File: src/rtl/omega_cfg_pkg.sv
package omega_cfg_pkg;

    typedef enum logic [0:0] {
        ST_IDLE   = 1'b0,
        ST_REPORT = 1'b1
    } cfg_state_t;

endpackage

File: src/rtl/omega_tag_path.sv
// Traces one request through all stages: element index and setting per stage.
module omega_tag_path #(
    parameter int LOG2 = 3
) (
    input  logic [LOG2-1:0]                src,
    input  logic [LOG2-1:0]                dst,
    output logic [LOG2*(LOG2-1)-1:0]       path_elem,
    output logic [LOG2-1:0]                path_set
);
    localparam int STAGES = LOG2;
    localparam int EW     = LOG2 - 1;

    logic [LOG2-1:0] tag;
    logic [LOG2-1:0] line;

    always_comb begin
        tag       = src ^ dst;
        line      = src;
        path_elem = '0;
        path_set  = '0;
        for (int s = 0; s < STAGES; s++) begin
            line                  = {line[LOG2-2:0], line[LOG2-1]};
            path_elem[s*EW +: EW] = line[LOG2-1:1];
            path_set[s]           = tag[LOG2-1-s];
            line[0]               = line[0] ^ tag[LOG2-1-s];
        end
    end

endmodule

File: src/rtl/omega_claim_arbiter.sv
// Claims exchange elements in ascending source order; flags setting clashes.
module omega_claim_arbiter #(
    parameter int LOG2 = 3
) (
    input  logic [(1<<LOG2)-1:0]                       req_valid,
    input  logic [(1<<LOG2)*LOG2*(LOG2-1)-1:0]         all_elem,
    input  logic [(1<<LOG2)*LOG2-1:0]                  all_set,
    output logic [(1<<LOG2)-1:0]                       accept,
    output logic [(1<<LOG2)-1:0]                       conflict,
    output logic [LOG2*(1<<(LOG2-1))-1:0]              settings
);
    localparam int N      = 1 << LOG2;
    localparam int STAGES = LOG2;
    localparam int HALF   = N / 2;
    localparam int EW     = LOG2 - 1;
    localparam int SET_W  = STAGES * HALF;

    logic [SET_W-1:0] claimed;
    logic [SET_W-1:0] value;
    logic             clash;

    always_comb begin
        claimed  = '0;
        value    = '0;
        accept   = '0;
        conflict = '0;
        clash    = 1'b0;
        for (int p = 0; p < N; p++) begin
            if (req_valid[p]) begin
                clash = 1'b0;
                for (int s = 0; s < STAGES; s++) begin
                    if (claimed[s*HALF + int'(all_elem[(p*STAGES+s)*EW +: EW])] &&
                        (value[s*HALF + int'(all_elem[(p*STAGES+s)*EW +: EW])] != all_set[p*STAGES+s]))
                        clash = 1'b1;
                end
                if (clash) begin
                    conflict[p] = 1'b1;
                end else begin
                    accept[p] = 1'b1;
                    for (int s = 0; s < STAGES; s++) begin
                        claimed[s*HALF + int'(all_elem[(p*STAGES+s)*EW +: EW])] = 1'b1;
                        value[s*HALF + int'(all_elem[(p*STAGES+s)*EW +: EW])]   = all_set[p*STAGES+s];
                    end
                end
            end
        end
        settings = value;
    end

endmodule

File: src/rtl/omega_lane_fabric.sv
// Data plane: shuffle wiring then 2x2 exchange per stage.
module omega_lane_fabric #(
    parameter int LOG2   = 3,
    parameter int LANE_W = 16
) (
    input  logic [LOG2*(1<<(LOG2-1))-1:0]   settings,
    input  logic [(1<<LOG2)*LANE_W-1:0]     data_in,
    output logic [(1<<LOG2)*LANE_W-1:0]     data_out
);
    localparam int N      = 1 << LOG2;
    localparam int STAGES = LOG2;
    localparam int HALF   = N / 2;

    logic [LANE_W-1:0] lane [STAGES+1][N];
    logic [LANE_W-1:0] shuf [STAGES][N];

    for (genvar i = 0; i < N; i++) begin : g_io
        assign lane[0][i]                    = data_in[i*LANE_W +: LANE_W];
        assign data_out[i*LANE_W +: LANE_W]  = lane[STAGES][i];
    end

    for (genvar s = 0; s < STAGES; s++) begin : g_stage
        for (genvar i = 0; i < N; i++) begin : g_shuffle
            localparam int TO = ((i << 1) | (i >> (LOG2-1))) & (N-1);
            assign shuf[s][TO] = lane[s][i];
        end
        for (genvar e = 0; e < HALF; e++) begin : g_elem
            assign lane[s+1][2*e]   = settings[s*HALF+e] ? shuf[s][2*e+1] : shuf[s][2*e];
            assign lane[s+1][2*e+1] = settings[s*HALF+e] ? shuf[s][2*e]   : shuf[s][2*e+1];
        end
    end

endmodule

File: src/rtl/omega_xor_router.sv
module omega_xor_router
    import omega_cfg_pkg::*;
#(
    parameter int LOG2   = 3,
    parameter int LANE_W = 16
) (
    input  logic                             clk,
    input  logic                             rst_n,
    input  logic                             cfg_start,
    input  logic [(1<<LOG2)-1:0]             req_valid,
    input  logic [(1<<LOG2)*LOG2-1:0]        req_dst,
    input  logic [(1<<LOG2)*LANE_W-1:0]      data_in,
    output logic                             cfg_done,
    output logic [(1<<LOG2)-1:0]             accept_mask,
    output logic [(1<<LOG2)-1:0]             conflict_mask,
    output logic [LOG2*(1<<(LOG2-1))-1:0]    switch_set,
    output logic [(1<<LOG2)*LANE_W-1:0]      data_out
);
    localparam int N      = 1 << LOG2;
    localparam int STAGES = LOG2;
    localparam int HALF   = N / 2;
    localparam int EW     = LOG2 - 1;
    localparam int SET_W  = STAGES * HALF;

    cfg_state_t state_q, state_nx;

    logic [N*STAGES*EW-1:0] all_elem;
    logic [N*STAGES-1:0]    all_set;
    logic [N-1:0]           acc_c, conf_c;
    logic [SET_W-1:0]       set_c;

    for (genvar p = 0; p < N; p++) begin : g_path
        omega_tag_path #(.LOG2(LOG2)) u_path (
            .src       (LOG2'(p)),
            .dst       (req_dst[p*LOG2 +: LOG2]),
            .path_elem (all_elem[p*STAGES*EW +: STAGES*EW]),
            .path_set  (all_set[p*STAGES +: STAGES])
        );
    end

    omega_claim_arbiter #(.LOG2(LOG2)) u_arb (
        .req_valid (req_valid),
        .all_elem  (all_elem),
        .all_set   (all_set),
        .accept    (acc_c),
        .conflict  (conf_c),
        .settings  (set_c)
    );

    // state register
    always_ff @(posedge clk) begin
        if (!rst_n) state_q <= ST_IDLE;
        else        state_q <= state_nx;
    end

    always_comb begin
        state_nx = state_q;
        unique case (state_q)
            ST_IDLE:   state_nx = cfg_start ? ST_REPORT : ST_IDLE;   // START_SEEN
            ST_REPORT: state_nx = cfg_start ? ST_REPORT : ST_IDLE;   // RESTART / RETIRE
            default:   state_nx = ST_IDLE;
        endcase
    end

    // outputs of the state machine
    always_comb begin
        cfg_done = 1'b0;
        unique case (state_q)
            ST_IDLE:   cfg_done = 1'b0;
            ST_REPORT: cfg_done = 1'b1;
            default:   cfg_done = 1'b0;
        endcase
    end

    // held configuration
    always_ff @(posedge clk) begin
        if (!rst_n) begin
            accept_mask   <= '0;
            conflict_mask <= '0;
            switch_set    <= '0;
        end else if (cfg_start) begin
            accept_mask   <= acc_c;
            conflict_mask <= conf_c;
            switch_set    <= set_c;
        end
    end

    omega_lane_fabric #(.LOG2(LOG2), .LANE_W(LANE_W)) u_fabric (
        .settings (switch_set),
        .data_in  (data_in),
        .data_out (data_out)
    );

endmodule

File: config.mk
export PLATFORM = sky130hd
export DESIGN_NAME = omega_xor_router
export DESIGN_NICKNAME = d
export VERILOG_FILES = /design/src/rtl/omega_cfg_pkg.sv /design/src/rtl/omega_tag_path.sv /design/src/rtl/omega_claim_arbiter.sv /design/src/rtl/omega_lane_fabric.sv /design/src/rtl/omega_xor_router.sv
export SDC_FILE = /design/constraint.sdc
export NUM_CORES = 1
export LEC_CHECK = 0
export BUFFER_PORTS_ARGS = -buffer_cell sky130_fd_sc_hd__buf_2
export CORE_MARGIN = 2
export CORE_UTILIZATION = 51
export DETAILED_ROUTE_END_ITERATION = 10
export GPL_TIMING_DRIVEN = 0
export PLACE_DENSITY = 0.92
export SKIP_CTS_REPAIR_TIMING = 1
export SLEW_MARGIN = 20
export SYNTH_ARGS = -nofsm -noshare
export SYNTH_HDL_FRONTEND = slang
export SYNTH_SLANG_ARGS = --single-unit
File: constraint.sdc
create_clock -name clk -period 18.12 [get_ports clk]
set_input_delay 4.53 -clock clk [delete_from_list [all_inputs] [get_ports clk]]
set_output_delay 4.53 -clock clk [all_outputs]
set_load 0.02 [all_outputs]
# After elaboration in Yosys (flattened, before gate mapping)

Memories as Yosys holds them, arrays and structs flattened.
Index checks and enable logic that the tools add are counted.

Register bits: 29
Latch bits: 0
Memory bits (writable): 0
Memory bits (read-only): 32
Bits of input ports: 163
Output and inout port bits: 157
Word-level logic and storage cells: 398
Memories: 2

$add $sub $neg: 16
Multipliers: 0
Divide/modulo/power cells: 0
Order comparisons: 32
Eq/ne operators: 23
Shifts and indexed selects: 0
Mux-type cells: 255
Bitwise operators: 27
Reduce and logical (&&, ||, !) cells: 39

Memory list:

| name            | words | bits a word | read ports | clocked after memory_dff | wr ports | line                      | text |
|---|---|---|---|---|---|---|---|
| (no name shown) | 16    | 1           | 1          | 0                        | 0        | omega_claim_arbiter.sv:33 | `(value[s*HALF + int'(all_elem[(p*STAGES+s)*EW +: EW])] != all_set[p*STAGES+s]))` |
| (no name shown) | 16    | 1           | 1          | 0                        | 0        | omega_claim_arbiter.sv:32 | `if (claimed[s*HALF + int'(all_elem[(p*STAGES+s)*EW +: EW])] &&` |

Operators by type and width:

| operator                                                                | count |
|---|---|
| 32-bit by 1-bit >= comparator with 1-bit output (second input constant) | 16 |
| 32-bit by 6-bit < comparator with 1-bit output (second input constant)  | 15 |
| 16-bit 2-to-1 mux                                                       | 24 |
| 12-bit 2-to-1 mux                                                       | 30 |
| 12-bit bitwise mux                                                      | 16 |
| 12-bit OR                                                               | 13 |
| 1-bit 2-to-1 mux                                                        | 140 |
| 1-bit binary-select mux with 4-bit select                               | 28 |
| 1-bit demux with 4-bit select                                           | 16 |
| 4-bit by 2-bit adder with 5-bit output (first input constant)           | 8 |
| 1-bit logical AND                                                       | 39 |
| 1-bit inequality test                                                   | 23 |
| 3-bit by 1-bit adder with 4-bit output (first input constant)           | 4 |
| 3-bit by 2-bit adder with 4-bit output (first input constant)           | 4 |
| 1-bit NOT                                                               | 10 |
| 2-bit NOT                                                               | 3 |
| 4-bit by 5-bit < comparator with 1-bit output (second input constant)   | 1 |
| 3-bit NOT                                                               | 1 |
| 1-bit one-hot mux with 2 select lines                                   | 1 |

# Longest topological paths before layout

Gate-level depths: netlist of the first run.

Depth in word-level cells: 81
Depth in mapped cells: 23
Gate-level depth less buffers: 19

# Cells and area by module

From an unflattened synthesis of the first run, not the netlist that was laid out.

Cell total of the unflattened synthesis: 1672
Area, all modules: 12500.7 um^2

Modules (own cells, without submodules):

| module              | times used | cells an instance | area each (um^2) | sequential area each (um^2) |
|---|---|---|---|---|
| omega_claim_arbiter | 1          | 951               | 6184.7           | 0.0 |
| omega_lane_fabric   | 1          | 555               | 4704.5           | 0.0 |
| omega_xor_router    | 1          | 94                | 1101.1           | 580.6 |
| omega_tag_path      | 8          | 9                 | 63.8             | 0.0 |

# Worst setup path after synthesis of the first run

Ideal clock, no wire load.

Path type: input -> output
From: in data_in[95]
To: out data_out[15]
Arrival time: 5168 ps
Data required time: 13590 ps
Setup slack: 8422 ps
Stages on the path: 3
Path buffers: 0
Cells stage by stage: mux2_2 > o21ai_0 > mux2i_1

Word-level cells in the longest chain between the ends: 3

RTL lines:

| item                           | line                    | text |
|---|---|---|
| start, declared                | omega_xor_router.sv:12  | `input logic [(1<<LOG2)*LANE_W-1:0] data_in,` |
| 16-bit 2-to-1 mux (3 in a row) | omega_lane_fabric.sv:28 | `assign lane[s+1][2*e] = settings[s*HALF+e] ? shuf[s][2*e+1] : shuf[s][2*e];` |
| end, declared                  | omega_xor_router.sv:17  | `output logic [(1<<LOG2)*LANE_W-1:0] data_out` |

No other way between the ends.

# Worst setup path after layout of the first run

From: in req_dst[1]
To: reg switch_set[9]

Word-level cells in the longest chain between the ends: 80
Elaborated cells on any way between the ends: 229
Classes of those cells: add/sub (1); order compare (2); eq/ne (23); mux (165); bitwise (13); reduce/logical (24); memory (1)

RTL lines:

| item                                                                                                     | line                      | text |
|---|---|---|
| start, declared                                                                                          | omega_xor_router.sv:11    | `input logic [(1<<LOG2)*LOG2-1:0] req_dst,` |
| parallel branches: the longest is 79 deep, another holds 32-bit by 1-bit >= comparator with 1-bit output | -                         |  |
| 12-bit 2-to-1 mux (*)                                                                                    | omega_claim_arbiter.sv:29 | `if (req_valid[p]) begin` |
| end signal, assigned                                                                                     | omega_xor_router.sv:84    | `switch_set <= set_c;` |
| end, declared                                                                                            | omega_xor_router.sv:16    | `output logic [LOG2*(1<<(LOG2-1))-1:0] switch_set,` |

Every way passes the cells marked *. The select of a mux whose other input is x is not followed.
A chain may end at the register's enable or synchronous reset.

==> results of run 1 <==
[power groups by stage]
stage               Combinational (mW)  Sequential [mW]  Clock (mW)
finish                           0.508           0.0718      0.0586
global placement                 0.479           0.0725           0
CTS                              0.484           0.0710      0.0573
global route                     0.528           0.0718      0.0592
detailed placement               0.482           0.0722           0
floorplan                        0.303           0.0761           0
[worst max path at each step]
| stage | start | end | slack (ns) | cells past startpoint |
|---|---|---|---|---|
| 2_1_floorplan | data_in[95] | data_out[15] | 8.42 | 3 |
| 3_3_place_gp | req_dst[1] | switch_set[9] | 7.45 | 22 |
| 3_5_place_dp | req_dst[1] | switch_set[9] | 7.44 | 22 |
| 4_1_cts | req_dst[1] | switch_set[9] | 7.73 | 22 |
| 5_1_grt | req_dst[1] | switch_set[9] | 7.32 | 22 |
| 6_report | req_dst[1] | switch_set[9] | 7.55 | 22 |
[logic make-up after synthesis]
| family | count (synthesis) | synth area share (%) |
|---|---|---|
| AOI/OAI and AO/OA | 316 | 25.4 |
| xor gates and xnor gates | 28 | 3.33 |
| buffers and inverters | 121 | 5.99 |
| DFF | 28 | 6.88 |
| muxes | 280 | 35.9 |
| other | 1 | 0.0460 |
| and+or+nand+nor | 388 | 22.5 |
[layout make-up]
cell class	instances	share of cell area [%]
Multi-Input combinational cell	1013	70.6
Timing Repair Buffer	308	15.3
Sequential cell	28	5.57
Buffer	102	4.14
Tap cell	216	2.69
Clock buffer	4	0.884
Inverter	19	0.709
Antenna cell	2	0.0498
[cell usage in the layout (no fill, tap or decap), types with 5 or more instances in the layout]
master	count
a211o_1	5
a211oi_1	11
a21boi_0	6
a21o_1	5
a21oi_1	29
a31oi_1	15
and2_1	16
and4_1	5
buf_1	20
buf_2	314
clkbuf_1	72
dfxtp_1	28
inv_1	18
mux2_2	67
mux2i_1	209
nand2_1	184
nand2b_1	9
nand3_1	30
nand3b_1	5
nand4_1	10
nor2_1	55
nor2b_1	22
nor3_1	16
nor3b_1	6
o211a_1	6
o211ai_1	10
o21a_1	7
o21ai_0	152
o31ai_1	6
or2_2	6
xnor2_1	20
xor2_1	6
[critical path, stage by stage]
cell	delay, ns
buf_2	0.12
buf_2	0.20
xnor2_1	0.27
a41oi_2	0.32
a21boi_1	0.63
nor2b_1	0.40
nand2_1	0.20
o31ai_4	0.46
o32ai_1	0.22
o211a_1	0.26
or3b_1	0.38
clkbuf_1	0.24
a21o_1	0.28
o221a_2	0.31
a211oi_1	0.28
mux2_2	0.36
a211o_1	0.28
xnor2_1	0.20
o21ba_1	0.16
buf_6	0.15
a311oi_1	0.09
or3_1	0.36
[metal layers]
metal | up-vias | routed length [um]
li1 | 4897 | -
met1 | 5289 | 16800
met2 | 1100 | 17400
met3 | 235 | 7380
met4 | 2 | 2320
met5 | - | 99
[metrics by stage]
| stage | utilization [%] | setup WS [ns] | cell area (um^2) |
|---|---|---|---|
| floorplan | - | 8.42 | 8150 |
| global placement | 63.2 | 7.45 | 9960 |
| detailed placement | 63.2 | 7.44 | 9960 |
| CTS | 63.7 | 7.73 | 10000 |
| global route | 63.7 | 7.32 | 10100 |
| finish | 63.8 | 7.55 | 10100 |
[flip-flops by register name, summed over array words and instances, names as in the netlist]
| register | flops |
|---|---|
| switch_set | 12 |
| conflict_mask | 7 |
| accept_mask | 8 |
| state_q | 1 |
==> metrics.yaml, run 1 <==
root_buffer: "clkbuf_16"
p_total_mw: 0.638
mappedNetlistArea_um2: 8150
synth_cells: 1162
endpoint_kind: "flop"
finalNonFillerCells: 1692
seqPwrFrac_pct: 11.2
ys_top_cells_by_count: "mux2i_1, nand2_1, o21ai_0"
overflow: 0
track_usage_pct: 48.1
syn_to_final_growth_pct: 23.4
wl_per_cell_um: 26.0
cp_max_fo: 10
top_usage_layer: "met2"
fillCellCount: 1485
ys.flop_type: "dfxtp_1"
slew_headroom_pct: 15.6
p_switching_mw: 0.371
synth_seq_cells: 28
r2r_slack_ns: 16.08
yosysTopAreaCell: "mux2i_1"
ir_drop_mv: 0.0553
grt_max_degree: 16
drcViolationCount: 0
hold_ws_ns: 0.480
multi_input_area_um2: 7100
cts_tree: "built"
die_w_um: 130
core_um2: 15800
cts_max_path_buffers: 2
viasPerCell: 6.81
nets: 1638
yosys_warnings: 0
synth_edf_count: 0
cap_violations: 0
sw_frac_of_total_pct: 58.1
startpoint_type: "input pin"
power.internal_mw: 0.268
path_clk_slew_ns: 0.08
yosysMostFrequentCell: "mux2i_1"
synth_seq_area_share_pct: 6.88
place_congestion: 1.04
met3_usage_pct: 20.0
final_antenna_net_count: 0
setup_viol: 0
grt_first_pass_wirelength_um: 61200
cts_buffers: 3
fin_setup_tns_ns: 0
whs_path_depth: 2
htree_levels: 1
post-place-cells: 1686
fmax_mhz: 94.6
regArea_um2: 561
ys_types: 89
via_count: 11500
start_util_pct: 51.7
antenna_found_initial: 1
grt_pass1_vias: 10100
fin_crit_ns: 10.57
synthArstFlopShare_pct: 0
wl_um: 44000
io_pins: 320
fin_crit_sh_pct: 58.3
syn_area_per_cell_um2: 7.01
synth_area_leaders: "mux2i_1, o21ai_0, mux2_2"
grt_use_met2_pct: 67.8
min-delay-start: "conflict_mask[4]"
reg2reg_from: "switch_set[2]"
timing.rr.end: "switch_set[2]"
synth_nets: 1325
place_hpwl_um: 35400
fp.dieH_um: 130
pwr-share-clk_pct: 9.2
comb_power_share_pct: 79.6
yosys.area.top_type_share_pct: 25.7
crit_type: "in -> reg"
fin_skew_ns: 0
hold_end: "conflict_mask[4]"
arrival_ns: 10.73
clock_latency_ns: 0.27
drt-initial-drc-count: 1731
slew_viol_final: 0
worst_pin_slew_ns: 1.27
rsz0062_at_grt: "no"
cp.required_ns: 18.28
p_leak_nw: 4.21
drive_gt1_share_pct: 28.3
row_count: 46
status: "completed"
hold_viol_final: 0
io_buffers: 308
cellPowerDensity_nw_per_um2: 63.5
die_area_um2: 17000
cts_sinks: 28
first_pass_iters: 7
met1_usage_pct: 64.3
hold_class: "reg -> reg"
rr_worst_depth: 4
(Power assumes the default switching activity.)
==> run 2: changes to the inputs <==
--- a/config.mk
+++ b/config.mk
@@ -7,10 +7,10 @@
 export LEC_CHECK = 0
 export BUFFER_PORTS_ARGS = -buffer_cell sky130_fd_sc_hd__buf_2
 export CORE_MARGIN = 2
-export CORE_UTILIZATION = 51
+export CORE_UTILIZATION = 46
 export DETAILED_ROUTE_END_ITERATION = 10
 export GPL_TIMING_DRIVEN = 0
-export PLACE_DENSITY = 0.92
+export PLACE_DENSITY = 0.88
 export SKIP_CTS_REPAIR_TIMING = 1
 export SLEW_MARGIN = 20
 export SYNTH_ARGS = -nofsm -noshare
==> constraint.sdc (replaced) <==
create_clock -name clk -period 9.7 [get_ports clk]
set_input_delay 2.425 -clock clk [delete_from_list [all_inputs] [get_ports clk]]
set_output_delay 2.425 -clock clk [all_outputs]
set_load 0.02 [all_outputs]
==> run 2 against run 1 <==
Effect of this change: via count is 2.6% lower; design area grew 0.16%; largest cell class unchanged; total power increased by 83%; die area increased by 11%; sequential power rose by 85%; register-to-register slack worse by 8.5 ns.
==> metrics.yaml, run 2 (same netlist as run 1, synthesis figures left out) <==
syn_to_final_growth_pct: 23.6
p_leak_nw: 4.21
crit_type: "in -> reg"
finalNonFillerCells: 1703
largest_reg_flops: 12
place_congestion: 1.05
fp.dieH_um: 137
grt_max_degree: 16
grt_first_pass_wirelength_um: 60200
io_pins: 320
multi_input_area_um2: 7100
status: "completed"
row_count: 48
fin_skew_ns: 0
path_cells: "buf_2 -> buf_2 -> xnor2_1 -> a41oi_2 -> a21boi_1 -> nor2b_1 -> nand2_1 -> o31ai_4 -> o32ai_1 -> o211a_1 -> or3b_1 -> clkbuf_1 -> a21o_1 -> o221a_2 -> a211oi_1 -> mux2_2 -> a211o_1 -> xnor2_1 -> o21ba_1 -> buf_6 -> a311oi_1 -> or3_1"
drt-initial-drc-count: 1554
top_regs: "switch_set (12), accept_mask (8), conflict_mask (7)"
setup_viol: 0
rsz0062_at_grt: "no"
r2r_slack_ns: 7.62
slew_headroom_pct: 18.3
core_um2: 17300
track_usage_pct: 42.3
start_util_pct: 47.1
via_count: 11200
hold_class: "reg -> reg"
final_core_util_pct: 58.2
first_pass_iters: 7
fin_setup_tns_ns: 0
cp_max_fo: 10
hold_viol_final: 0
cpMaxStageDelayCell: "a21boi_1"
die_w_um: 137
layout_commonest_cell: "buf_2"
drive_gt1_share_pct: 28.3
fmax_mhz: 119
die_area_um2: 18800
ir_drop_mv: 0.119
htree_levels: 1
fin_crit_sh_pct: 86.7
cts_sinks: 28
largest_register: "switch_set"
final_antenna_net_count: 0
cellPowerDensity_nw_per_um2: 116
nets: 1638
cap_violations: 0
clock_latency_ns: 0.26
pre_cts_ws_ns: 1.15
slew_viol_final: 0
post-place-cells: 1695
wl_um: 42100
regArea_um2: 561
cts_buffers: 3
cts_tree: "built"
fillCellCount: 1723
max_stage_delay_ns: 0.64
finalWorstSetupSlack_ns: 1.29
startpoint_type: "input pin"
place_hpwl_um: 34700
viasPerCell: 6.59
endpoint_kind: "flop"
overflow: 0
hold_ws_ns: 0.486
cp.required_ns: 9.85
cts_max_path_buffers: 2
antenna_found_initial: 5
io_buffers: 308
worst_pin_slew_ns: 1.23
grt_pass1_vias: 10200
arrival_ns: 8.56
path_clk_slew_ns: 0.07
wl_per_cell_um: 24.7
layout_common_cells: "buf_2, mux2i_1, nand2_1, o21ai_0, clkbuf_1"
fin_crit_ns: 8.41
root_buffer: "clkbuf_16"
drcViolationCount: 0
[run 2: worst max-delay path: cells and delay by family]
family | cells | cell delay [ns]
compound gates | 11 | 3.31
simple gates | 4 | 1.29
buf+inv | 4 | 0.68
xor+xnor | 2 | 0.45
mux | 1 | 0.38
[run 2: worst paths after layout]
path,start,to,cells after the start
hold reg to reg,conflict_mask[4],conflict_mask[4],2
hold / removal,conflict_mask[4],conflict_mask[4],2
setup / recovery,req_dst[1],switch_set[9],22
setup reg to reg,switch_set[2],switch_set[2],4
[run 2: through the flow]
stage / area [um^2] / power [mW]
6_report: 10100 / 1.17
5_1_grt: 10100 / 1.22
4_1_cts: 10100 / 1.13
3_5_place_dp: 9970 / 1.03
3_3_place_gp: 9970 / 1.03
2_1_floorplan: 8150 / 0.708
[run 2: cell type report]
cell class | count | share of cell area [%]
buffer | 102 | 4.14
timing repair buffer | 308 | 15.3
antenna | 4 | 0.0994
tap | 225 | 2.80
inverter | 19 | 0.708
multi-input combinational | 1013 | 70.5
sequential | 28 | 5.57
clock buffer | 4 | 0.882
[run 2: layer usage]
layer / part of all wire [%] / GRT usage, % / vias up
met2: 44 / 65.0 / 962
met5: 0 / 0 / -
li1: - / - / 4912
met3: 14 / 13.3 / 181
met4: 4.8 / 19.9 / 0
met1: 37 / 53.5 / 5167
[run 2: where the power goes]
| part | internal, mW | switching [mW] |
|---|---|---|
| Combinational | 0.312 | 0.622 |
| Sequential | 0.124 | 0.00905 |
| Clock | 0.0633 | 0.0398 |
==> run 3: changes to the inputs <==
--- a/config.mk
+++ b/config.mk
@@ -5,12 +5,13 @@
 export SDC_FILE = /design/constraint.sdc
 export NUM_CORES = 1
 export LEC_CHECK = 0
+export ABC_AREA = 1
 export BUFFER_PORTS_ARGS = -buffer_cell sky130_fd_sc_hd__buf_2
 export CORE_MARGIN = 2
-export CORE_UTILIZATION = 46
+export CORE_UTILIZATION = 45
 export DETAILED_ROUTE_END_ITERATION = 10
 export GPL_TIMING_DRIVEN = 0
-export PLACE_DENSITY = 0.88
+export PLACE_DENSITY = 0.89
 export SKIP_CTS_REPAIR_TIMING = 1
 export SLEW_MARGIN = 20
 export SYNTH_ARGS = -nofsm -noshare
==> run 3 against run 2 <==
Effect of this change: setup slack better by 0.021 ns; design area decreased by 8.6%; synthesized cell count increased by 34%; combinational power is 4.5% higher; core utilization shrank 0.075 points; non-clock buffer count decreased by 4; routed wire length up 4.2%; register-to-register slack improved by 0.26 ns; sequential share of layout area is 0.52 points higher; largest power group unchanged; critical path depth rose by 29.
==> metrics.yaml, run 3 <==
timing.rr.end: "switch_set[1]"
fin_crit_sh_pct: 86.5
cts_buffers: 3
synth_seq_area_share_pct: 7.70
cellPowerDensity_nw_per_um2: 134
syn_to_final_growth_pct: 26.4
via_count: 12500
ys_types: 35
cts_tree: "built"
hold_viol_final: 0
start_util_pct: 46.0
slew_viol_final: 0
yosysTopAreaCell: "nand2_1"
largest_register: "switch_set"
fin_skew_ns: 0
pre_cts_ws_ns: 1.26
cts_max_path_buffers: 2
grt_pass1_vias: 11200
io_buffers: 309
p_total_mw: 1.24
met3_usage_pct: 9.38
cpMaxStageDelayCell: "nand4_1"
syn_area_per_cell_um2: 4.67
largest_reg_flops: 12
die_w_um: 131
yosysMostFrequentCell: "nand2_1"
worst_pin_slew_ns: 1.03
path_clk_slew_ns: 0.08
place_congestion: 1.11
cp_max_fo: 9
viasPerCell: 5.97
drive_gt1_share_pct: 18.8
r2r_slack_ns: 7.88
io_pins: 320
startpoint_type: "input pin"
cap_violations: 0
met1_usage_pct: 57.7
row_count: 46
synth_seq_cells: 28
rr_worst_depth: 4
max_stage_delay_ns: 0.26
nets: 2036
status: "completed"
endpoint: "switch_set[8]"
synth_area_leaders: "nand2_1, o21ai_0, nand3_1"
final_antenna_net_count: 0
post-place-cells: 2084
startpoint: "req_valid[0]"
top_regs: "switch_set (12), accept_mask (8), conflict_mask (7)"
setup_viol: 0
synthArstFlopShare_pct: 0
fmax_mhz: 119
core_um2: 15800
crit_type: "in -> reg"
arrival_ns: 8.55
htree_levels: 1
fin_crit_ns: 8.39
wl_um: 43800
cts_sinks: 28
first_pass_iters: 8
finalWorstSetupSlack_ns: 1.31
antenna-diode-count: 0
root_buffer: "clkbuf_16"
finalNonFillerCells: 2088
wl_per_cell_um: 21.0
yosys_warnings: 0
drcViolationCount: 0
top_usage_layer: "met2"
synth_cells: 1559
ys.flop_type: "dfxtp_1"
synth_nets: 1722
synth_edf_count: 0
die_area_um2: 17200
ys_top_cells_by_count: "nand2_1, o21ai_0, nand3_1"
layout_common_cells: "nand2_1, buf_2, o21ai_0, nand3_1, inv_1"
grt_max_degree: 17
slew_headroom_pct: 30.4
rsz0062_at_grt: "no"
fin_setup_tns_ns: 0
place_hpwl_um: 37200
ir_drop_mv: 0.106
clock_latency_ns: 0.27
track_usage_pct: 48.4
endpoint_kind: "flop"
cpMostUsedCell: "nand3_1"
cp.required_ns: 9.86
mappedNetlistArea_um2: 7280
drt-initial-drc-count: 1533
reg2reg_from: "switch_set[1]"
overflow: 0
p_leak_nw: 5.13
hold_class: "reg -> reg"
yosys.area.top_type_share_pct: 29.8
fp.dieH_um: 131
antenna_found_initial: 1
grt_use_met2_pct: 74.1
grt_first_pass_wirelength_um: 64900
layout_commonest_cell: "nand2_1"
[run 3: cell types whose count changed in the layout (fill, tap and decap cells not counted), moves of 16 or more]
cell      change
a21oi_1      +41
and2_1       -16
buf_1        -16
clkbuf_1     +17
inv_1       +135
mux2_2       -67
mux2i_1     -208
nand2_1     +394
nand3_1     +168
nand4_1      +32
nor2_1       +50
nor2b_1      -22
o21ai_0      +75
xnor2_1      -18
[run 3: kinds of logic (layout without fill, tap and decap cells)]
| kind of cell | count (synthesis) | after routing | synth area share (%) |
|---|---|---|---|
| AO/OA/AOI/OAI | 313 | 313 | 22.1 |
| buffers and inverters | 255 | 568 | 13.2 |
| XOR/XNOR | 2 | 2 | 0.241 |
| other | 1 | 1 | 0.0515 |
| multiplexers | 1 | 1 | 0.137 |
| AND/OR/NAND/NOR | 959 | 959 | 56.6 |
| flip-flops | 28 | 28 | 7.70 |
[run 3: final cells by class]
class,instances,area [um^2]
tap,216,270
clock buffer,3,75.1
clock inverter,1,30.0
multi-input combinational,1276,5760
fill,1787,6620
inverter,158,593
sequential,28,561
buffer,97,372
timing repair buffer,309,1550
[run 3: where the power goes]
part	leakage (nW)	internal [mW]	switching, mW
clock network	0.0511	0.0824	0.0454
logic	4.85	0.257	0.719
registers	0.229	0.123	0.00837
total	5.13	0.463	0.773
[run 3: metrics by stage]
| step | util, % | hold WS (ns) | instance area (um^2) |
|---|---|---|---|
| detailed placement | 57.5 | 0.446 | 9100 |
| finish | 58.2 | 0.466 | 9200 |
| global route | 58.2 | 0.489 | 9200 |
| floorplan | - | 0.531 | 7280 |
| CTS | 58.2 | 0.462 | 9200 |
| global placement | 57.5 | 0.433 | 9100 |
[run 3: how the worst min path moves through the flow]
stage,startpoint,cells past startpoint,to
2_1_floorplan,accept_mask[5],2,accept_mask[5]
3_3_place_gp,accept_mask[5],2,accept_mask[5]
3_5_place_dp,conflict_mask[3],2,conflict_mask[3]
4_1_cts,conflict_mask[3],2,conflict_mask[3]
5_1_grt,conflict_mask[4],2,conflict_mask[4]
6_report,conflict_mask[3],2,conflict_mask[3]
[run 3: layer usage]
metal / vias to the layer above / routed length [um]
li1: 5707 / -
met1: 5513 / 15500
met3: 250 / 5410
met2: 1002 / 18100
met4: 2 / 4810
met5: - / 11
[run 3: worst max-delay path, delay by kind of cell]
kind          cells  cell delay (ns)
buf+inv           2             0.22
simple gates     49             5.92
